===== src/rtl/regbank_pkg.sv =====
package regbank_pkg;
  localparam int DEF_ENTRIES = 32;
  localparam int DEF_WIDTH   = 32;
  localparam int NUM_RD      = 2;
endpackage


===== src/rtl/regbank_store.sv =====
module regbank_store #(
  parameter int ENTRIES = 32,
  parameter int WIDTH   = 32,
  parameter int IDXW    = $clog2(ENTRIES)
) (
  input  logic                            clk,
  input  logic                            rst,
  input  logic                            wr_en,
  input  logic [IDXW-1:0]                 wr_idx,
  input  logic [WIDTH-1:0]                wr_val,
  output logic [ENTRIES-1:0][WIDTH-1:0]   words
);
  // Falling-edge commit: the second half-cycle sees the new word.
  always_ff @(negedge clk) begin
    if (rst) begin
      for (int i = 0; i < ENTRIES; i++) words[i] <= '0;
    end else if (wr_en && (wr_idx != '0)) begin
      words[wr_idx] <= wr_val;
    end
  end
endmodule


===== src/rtl/regbank_rdport.sv =====
module regbank_rdport #(
  parameter int ENTRIES = 32,
  parameter int WIDTH   = 32,
  parameter int IDXW    = $clog2(ENTRIES)
) (
  input  logic [ENTRIES-1:0][WIDTH-1:0] words,
  input  logic [IDXW-1:0]               idx,
  output logic [WIDTH-1:0]              val
);
  // Index zero is forced to zero, whatever the stored entry holds.
  always_comb begin
    if (idx == '0) val = '0;
    else           val = words[idx];
  end
endmodule


===== src/rtl/regbank_2r1w.sv =====
module regbank_2r1w #(
  parameter int ENTRIES = regbank_pkg::DEF_ENTRIES,
  parameter int WIDTH   = regbank_pkg::DEF_WIDTH,
  localparam int IDXW   = $clog2(ENTRIES)
) (
  input  logic             clk,
  input  logic             rst,
  input  logic             wr_en,
  input  logic [IDXW-1:0]  wr_idx,
  input  logic [WIDTH-1:0] wr_val,
  input  logic [IDXW-1:0]  rd_a_idx,
  output logic [WIDTH-1:0] rd_a_val,
  input  logic [IDXW-1:0]  rd_b_idx,
  output logic [WIDTH-1:0] rd_b_val
);
  localparam int NRD = regbank_pkg::NUM_RD;

  logic [ENTRIES-1:0][WIDTH-1:0] words;
  logic [NRD-1:0][IDXW-1:0]      rd_idx;
  logic [NRD-1:0][WIDTH-1:0]     rd_val;

  assign rd_idx[0] = rd_a_idx;
  assign rd_idx[1] = rd_b_idx;
  assign rd_a_val  = rd_val[0];
  assign rd_b_val  = rd_val[1];

  regbank_store #(.ENTRIES(ENTRIES), .WIDTH(WIDTH), .IDXW(IDXW)) u_store (
    .clk    (clk),
    .rst    (rst),
    .wr_en  (wr_en),
    .wr_idx (wr_idx),
    .wr_val (wr_val),
    .words  (words)
  );

  for (genvar p = 0; p < NRD; p++) begin : g_rd
    regbank_rdport #(.ENTRIES(ENTRIES), .WIDTH(WIDTH), .IDXW(IDXW)) u_rd (
      .words (words),
      .idx   (rd_idx[p]),
      .val   (rd_val[p])
    );
  end
endmodule


===== config.mk =====
export PLATFORM = sky130hd
export DESIGN_NAME = regbank_2r1w
export DESIGN_NICKNAME = d
export VERILOG_FILES = /design/src/rtl/regbank_pkg.sv /design/src/rtl/regbank_store.sv /design/src/rtl/regbank_rdport.sv /design/src/rtl/regbank_2r1w.sv
export SDC_FILE = /design/constraint.sdc
export NUM_CORES = 2
export LEC_CHECK = 0
export ABC_CLOCK_PERIOD_IN_PS = 2100
export BUFFER_PORTS_ARGS = -buffer_cell sky130_fd_sc_hd__buf_2
export CORE_MARGIN = 8
export CORE_UTILIZATION = 63
export DETAILED_ROUTE_END_ITERATION = 16
export HOLD_SLACK_MARGIN = 0.1
export PLACE_DENSITY = 0.78
export SETUP_SLACK_MARGIN = 0.1
export SYNTH_ARGS = -nofsm -noshare
export SYNTH_HDL_FRONTEND = slang
export SYNTH_SLANG_ARGS = --single-unit

===== constraint.sdc =====
create_clock -name clk -period 2.1 [get_ports clk]
set_input_delay 0.105 -clock clk [delete_from_list [all_inputs] [get_ports clk]]
set_output_delay 0.105 -clock clk [all_outputs]
set_load 0.03 [all_outputs]

==> results by group, run 1 <==
GRT
  – GRT overflow: 1
  – Total GRT Usage: 78.3%
  – Largest net degree at the start of global routing: 81

Outcome
  – Stop Error: [ERROR GRT-0232] Routing congestion too high. Check the congestion heatmap in the GUI.
  – Last flow stage reached: 5_1_grt
  – Outcome: stopped before the end

Floorplan
  – Die width: 302 um
  – Initial Util: 63.2%
  – Floorplan row count: 105
  – Die span in y: 302 um
  – Ports: 114

Yosys
  – Post-synth cell types: 39
  – Cells after Synth: 5884
  – Ys async rst share: 0%
  – Synthesized area: 51500 sq um
  – Register area share after synthesis: 39.8%
  – Post-synthesis xor/xnor area fraction: 0%
  – Synth Register Bits: 1024
  – Most used DFF post-synth: dfxtp_1
  – Syn nets: 5934
  – Post-synth EDFFs: 0
  – Post-synthesis mux area share: 23.6%
  – Largest family of logic cells by synthesized area: multiplexers
  – Yosys Warn Count: 0
  – Simple-gate area share of the yosys netlist: 17.9%
  – Synth Area in Adders: 0%
  – Post-synthesis compound-gate area fraction: 13.5%
  – Avg Cell Area, Syn: 8.76 sq um

CTS
  – Clk sinks: 1024
  – Clk buf depth: 3
  – # hold bufs at CTS: 0
  – H-tree lvl count: 3
  – Total CTS buffers: 110
  – CTS root buffer: clkbuf_16

Placed design
  – GPL Wtd Cong: 0.982
  – I/O Buffers: 113
  – Hpwl dp: 131 mm
  – Post-Place Worst Slack: -0.840 ns
  – Post-DP Area: 61000 sq um
[cell families after synthesis]
group                  after synthesis
DFF                               1024
and+or+nand+nor                   2321
buffers and inverters              603
AOI/OAI and AO/OA                 1248
muxes                              688
[synth_stat cells (3+ instances only)]
master	instances	share of area (%)
buf_4	38	0.55
clkbuf_1	406	3.0
a211oi_1	28	0.41
o21ai_0	28	0.27
and4_1	8	0.14
nor2b_1	64	0.78
o221ai_1	28	0.48
nor2_1	36	0.26
nand2b_1	3	0.036
buf_6	13	0.28
o22ai_1	4	0.049
mux2i_1	184	3.6
o211ai_1	8	0.12
dfxtp_1	1024	40
mux4_2	412	18
nor3_1	34	0.33
buf_1	8	0.058
a21oi_1	996	9.7
a22o_1	28	0.48
buf_2	137	1.3
or3b_2	3	0.051
nor4_1	4	0.049
a22oi_1	68	0.99
and3b_1	6	0.10
and3_1	54	0.66
a221o_1	4	0.078
nand2_1	2085	15
nor3b_1	4	0.058
a221oi_1	54	0.92
mux2_2	92	2.0
and2_1	8	0.097
nand3b_1	5	0.073
[per-layer routing]
metal  global-route usage (%)  GRT overflow
met1                     75.3             0
met5                     62.1             0
met2                     87.9             0
met4                     77.4             1
met3                     72.7             0
[what timing repair did]
item / 4_1_cts
pin swaps: 93
cloned: 1
gates resized for setup: 350
setup buffers: 26
setup endpoints to repair: 293
[metrics by stage]
stage / hold WS (ns) / TNS, ns / cells
floorplan: 0.433 / -177.99 / 5884
global placement: 0.447 / -495.65 / 7338
detailed placement: 0.456 / -533.77 / 7338
CTS: 0.460 / -87.89 / 8591
==> run 2: changes to the inputs <==
--- a/config.mk
+++ b/config.mk
@@ -8,11 +8,9 @@
 export ABC_CLOCK_PERIOD_IN_PS = 2100
 export BUFFER_PORTS_ARGS = -buffer_cell sky130_fd_sc_hd__buf_2
 export CORE_MARGIN = 8
-export CORE_UTILIZATION = 63
+export CORE_UTILIZATION = 40
 export DETAILED_ROUTE_END_ITERATION = 16
-export HOLD_SLACK_MARGIN = 0.1
-export PLACE_DENSITY = 0.78
-export SETUP_SLACK_MARGIN = 0.1
+export PLACE_DENSITY_LB_ADDON = 0.15
 export SYNTH_ARGS = -nofsm -noshare
 export SYNTH_HDL_FRONTEND = slang
 export SYNTH_SLANG_ARGS = --single-unit
==> run 2 against run 1 <==
The flow now finishes, with violations (negative setup slack). Area after synthesis is the same. Synthesized cell count is the same.
==> results by group, run 2 <==
Outcome
  – Outcome: complete, but fails checks (was stopped before the end)
  – Failing checks: negative setup slack

CTS
  – Reg clk slew, reported paths: 0.05 ns
  – H-tree lvl count: 3 (unchanged)
  – Total CTS buffers: 121 (was 110)
  – CTS tree: built
  – Clk sinks: 1024 (unchanged)
  – Clock Latency Late Sink: 0.73 ns
  – CTS root buffer: clkbuf_16 (unchanged)
  – Clk buf depth: 3 (unchanged)

Yosys
  – Avg Cell Area, Syn: 8.76 sq um (unchanged)
  – Most frequent cell after synthesis: nand2_1 (unchanged)
  – Syn nets: 5934 (unchanged)
  – Post-synth EDFFs: 0 (unchanged)
  – Ys async rst share: 0% (unchanged)
  – Yosys Warn Count: 0 (unchanged)
  – Synthesized area: 51500 sq um (unchanged)
  – Cells after Synth: 5884 (unchanged)
  – Most area-hungry cell type in the Yosys netlist: dfxtp_1 (unchanged)
  – Register area share after synthesis: 39.8% (unchanged)
  – Top cell type's share of synthesized area: 39.8% (unchanged)
  – Synth Register Bits: 1024 (unchanged)
  – Most frequent cells after synthesis: nand2_1 (2085), dfxtp_1 (1024), a21oi_1 (996) (unchanged)
  – Synth area leaders: dfxtp_1 (40%), mux4_2 (18%), nand2_1 (15%) (unchanged)
  – Most used DFF post-synth: dfxtp_1 (unchanged)
  – Post-synth cell types: 39 (unchanged)

Floorplan
  – Initial Util: 40.4% (was 63.2%)
  – Die ar.: 141000 sq um
  – Die span in y: 375 um (was 302 um)
  – Ports: 114 (unchanged)
  – Core area: 128000 sq um
  – Die width: 375 um (was 302 um)
  – Floorplan row count: 131 (was 105)

Cells and area
  – Largest register FFs: 1024
  – Post-layout util: 56.1%
  – Area delta synth->final: 39.1%
  – Biggest register: u_store.words
  – Commonest non-fill, non-tap cell in the layout: nand2_1
  – Final #Nets: 7534
  – Regs by FF count: u_store.words: 1024 flops
  – Layout cells sized above 1: 28.5%
  – Most frequent cells in the layout: nand2_1 (2044), inv_1 (1052), a21oi_1 (996), dfxtp_1 (892), buf_4 (706)
  – Number of fill cells: 11.5k

Detailed routing
  – DR DRC count: 0
  – Initial drt markers: 5503
  – DR pass1 iterations: 8
  – Vias post-DR: 53.5k
  – WL/cell: 24.3 um
  – Drt total wl: 225 mm
  – Routed Antenna Nets: 0
  – Vias/cell: 5.79

GRT
  – Initial antenna violation count: 5
  – First-pass GRT wire length: 331 mm
  – Largest net degree at the start of global routing: 47
  – GRT overflow: 0
  – Vias in the first global route: 54.4k
  – Total GRT Usage: 30.8%

Power and ir drop
  – Max IR drop VDD: 637 uV
  – Leakage: 0.0296 uW
  – PwrDens: 761 nW/um^2

Critical path
  – Startpoint types: flop
  – Crit-path slowest cell: mux4_2
  – Critical path data required time: 2.00 ns
  – Crit path max-delay family: multiplexers
  – CP bufs+invs: 2
  – Crit Path Class: reg -> out
  – CP Capture Type: output port
  – Critical Path Fanout Max: 2
  – CP max stage delay: 0.45 ns
  – Worst Path Arrival: 3.53 ns
  – Cell Chain, Critical Path: mux4_2, mux2_4, a221oi_4, buf_12, nor4_4, buf_6

Timing
  – Setup ws final: -1.54 ns
  – Max_slew headroom: 48.1%
  – Unrepaired setup endpoints after global routing: true
  – Max-slew violations: 0
  – Final Skew: 0 ns
  – Final setup fails: 64
  – Worst-Margin Slew: 0.777 ns
  – Worst hold margin: 0.458 ns
  – Final hold violation count: 0
  – Total negative setup slack: -88.23 ns

Hold path
  – Worst hold path type: reg -> reg

Placed design
  – GPL Wtd Cong: 0.915 (was 0.982)
  – I/O Buffers: 113 (unchanged)
  – Hpwl dp: 147 mm (was 131 mm)

Job
  – MaxCap Viol Count: 0
[run 2: cell counts after synthesis]
Identical to the previous run, type by type.
[run 2: kinds of logic after synthesis]
| family | count (synthesis) | synth area share, % |
|---|---|---|
| compound gates | 1248 | 13.5 |
| buf+inv | 603 | 5.19 |
| flops | 1024 | 39.8 |
| mux | 688 | 23.6 |
| simple gates | 2321 | 17.9 |
[run 2: cell type report]
class / count / area, sq um / area share [%]
Multi-Input combinational cell: 4257 / 30100 / 42.0
Clock inverter: 1116 / 4740 / 6.62
Clock buffer: 121 / 3030 / 4.22
Sequential cell: 1024 / 20700 / 28.8
Timing Repair Buffer: 1056 / 11100 / 15.5
Tap cell: 1662 / 2080 / 2.90
Antenna cell: 2 / 5.00 / 0.00698
[run 2: path summary, 6_finish.rpt]
path	from	endpoint	slack, ns	cells after the start
min reg2reg	u_store.words[884]$_SDFFE_NP0P_	u_store.words[884]$_SDFFE_NP0P_	0.46	2
min	u_store.words[884]$_SDFFE_NP0P_	u_store.words[884]$_SDFFE_NP0P_	0.46	2
max reg2reg	u_store.words[893]$_SDFFE_NP0P_	u_store.words[893]$_SDFFE_NP0P_	1.31	4
max	u_store.words[271]$_SDFFE_NP0P_	rd_a_val[15]	-1.54	6
[run 2: routing by layer]
metal	GRT usage, %	part of all wire [%]	vias up
met3	9.41	11	548
met4	15.8	3.7	4
met1	38.9	39	26074
met2	47.4	46	3075
met5	0	0.011	-
li1	-	-	23752
[run 2: worst reg2reg max path: stages, from the launching register on]
cell and delay (ns):
dfxtp_2 0.31, buf_6 0.11, buf_4 0.12, nand2_1 0.06, a21oi_1 0.07
[run 2: where the power goes]
part           switching [uW]  leakage [uW]  internal, uW
Sequential               92.9       0.00832         19700
Combinational            3190        0.0139          2150
Clock                   14400       0.00740         15000
Total                   17700        0.0296         36900
[run 2: per-stage QoR]
stage,area (sq um),cells,total power [uW],worst slack (ns)
floorplan,52800,5884,25600,-0.460
global placement,62500,7991,28000,-1.01
detailed placement,62500,7991,28000,-1.02
CTS,71400,9240,54800,-1.56
global route,71700,9236,57400,-1.60
finish,71700,9238,54600,-1.54
[run 2: repair_timing]
item,CTS,global route
endpoints found under the setup margin,288,64
setup buffers,14,1
pin swaps,92,60
resized for setup,313,114
hold buffers,0,0
(Power assumes the default switching activity.)
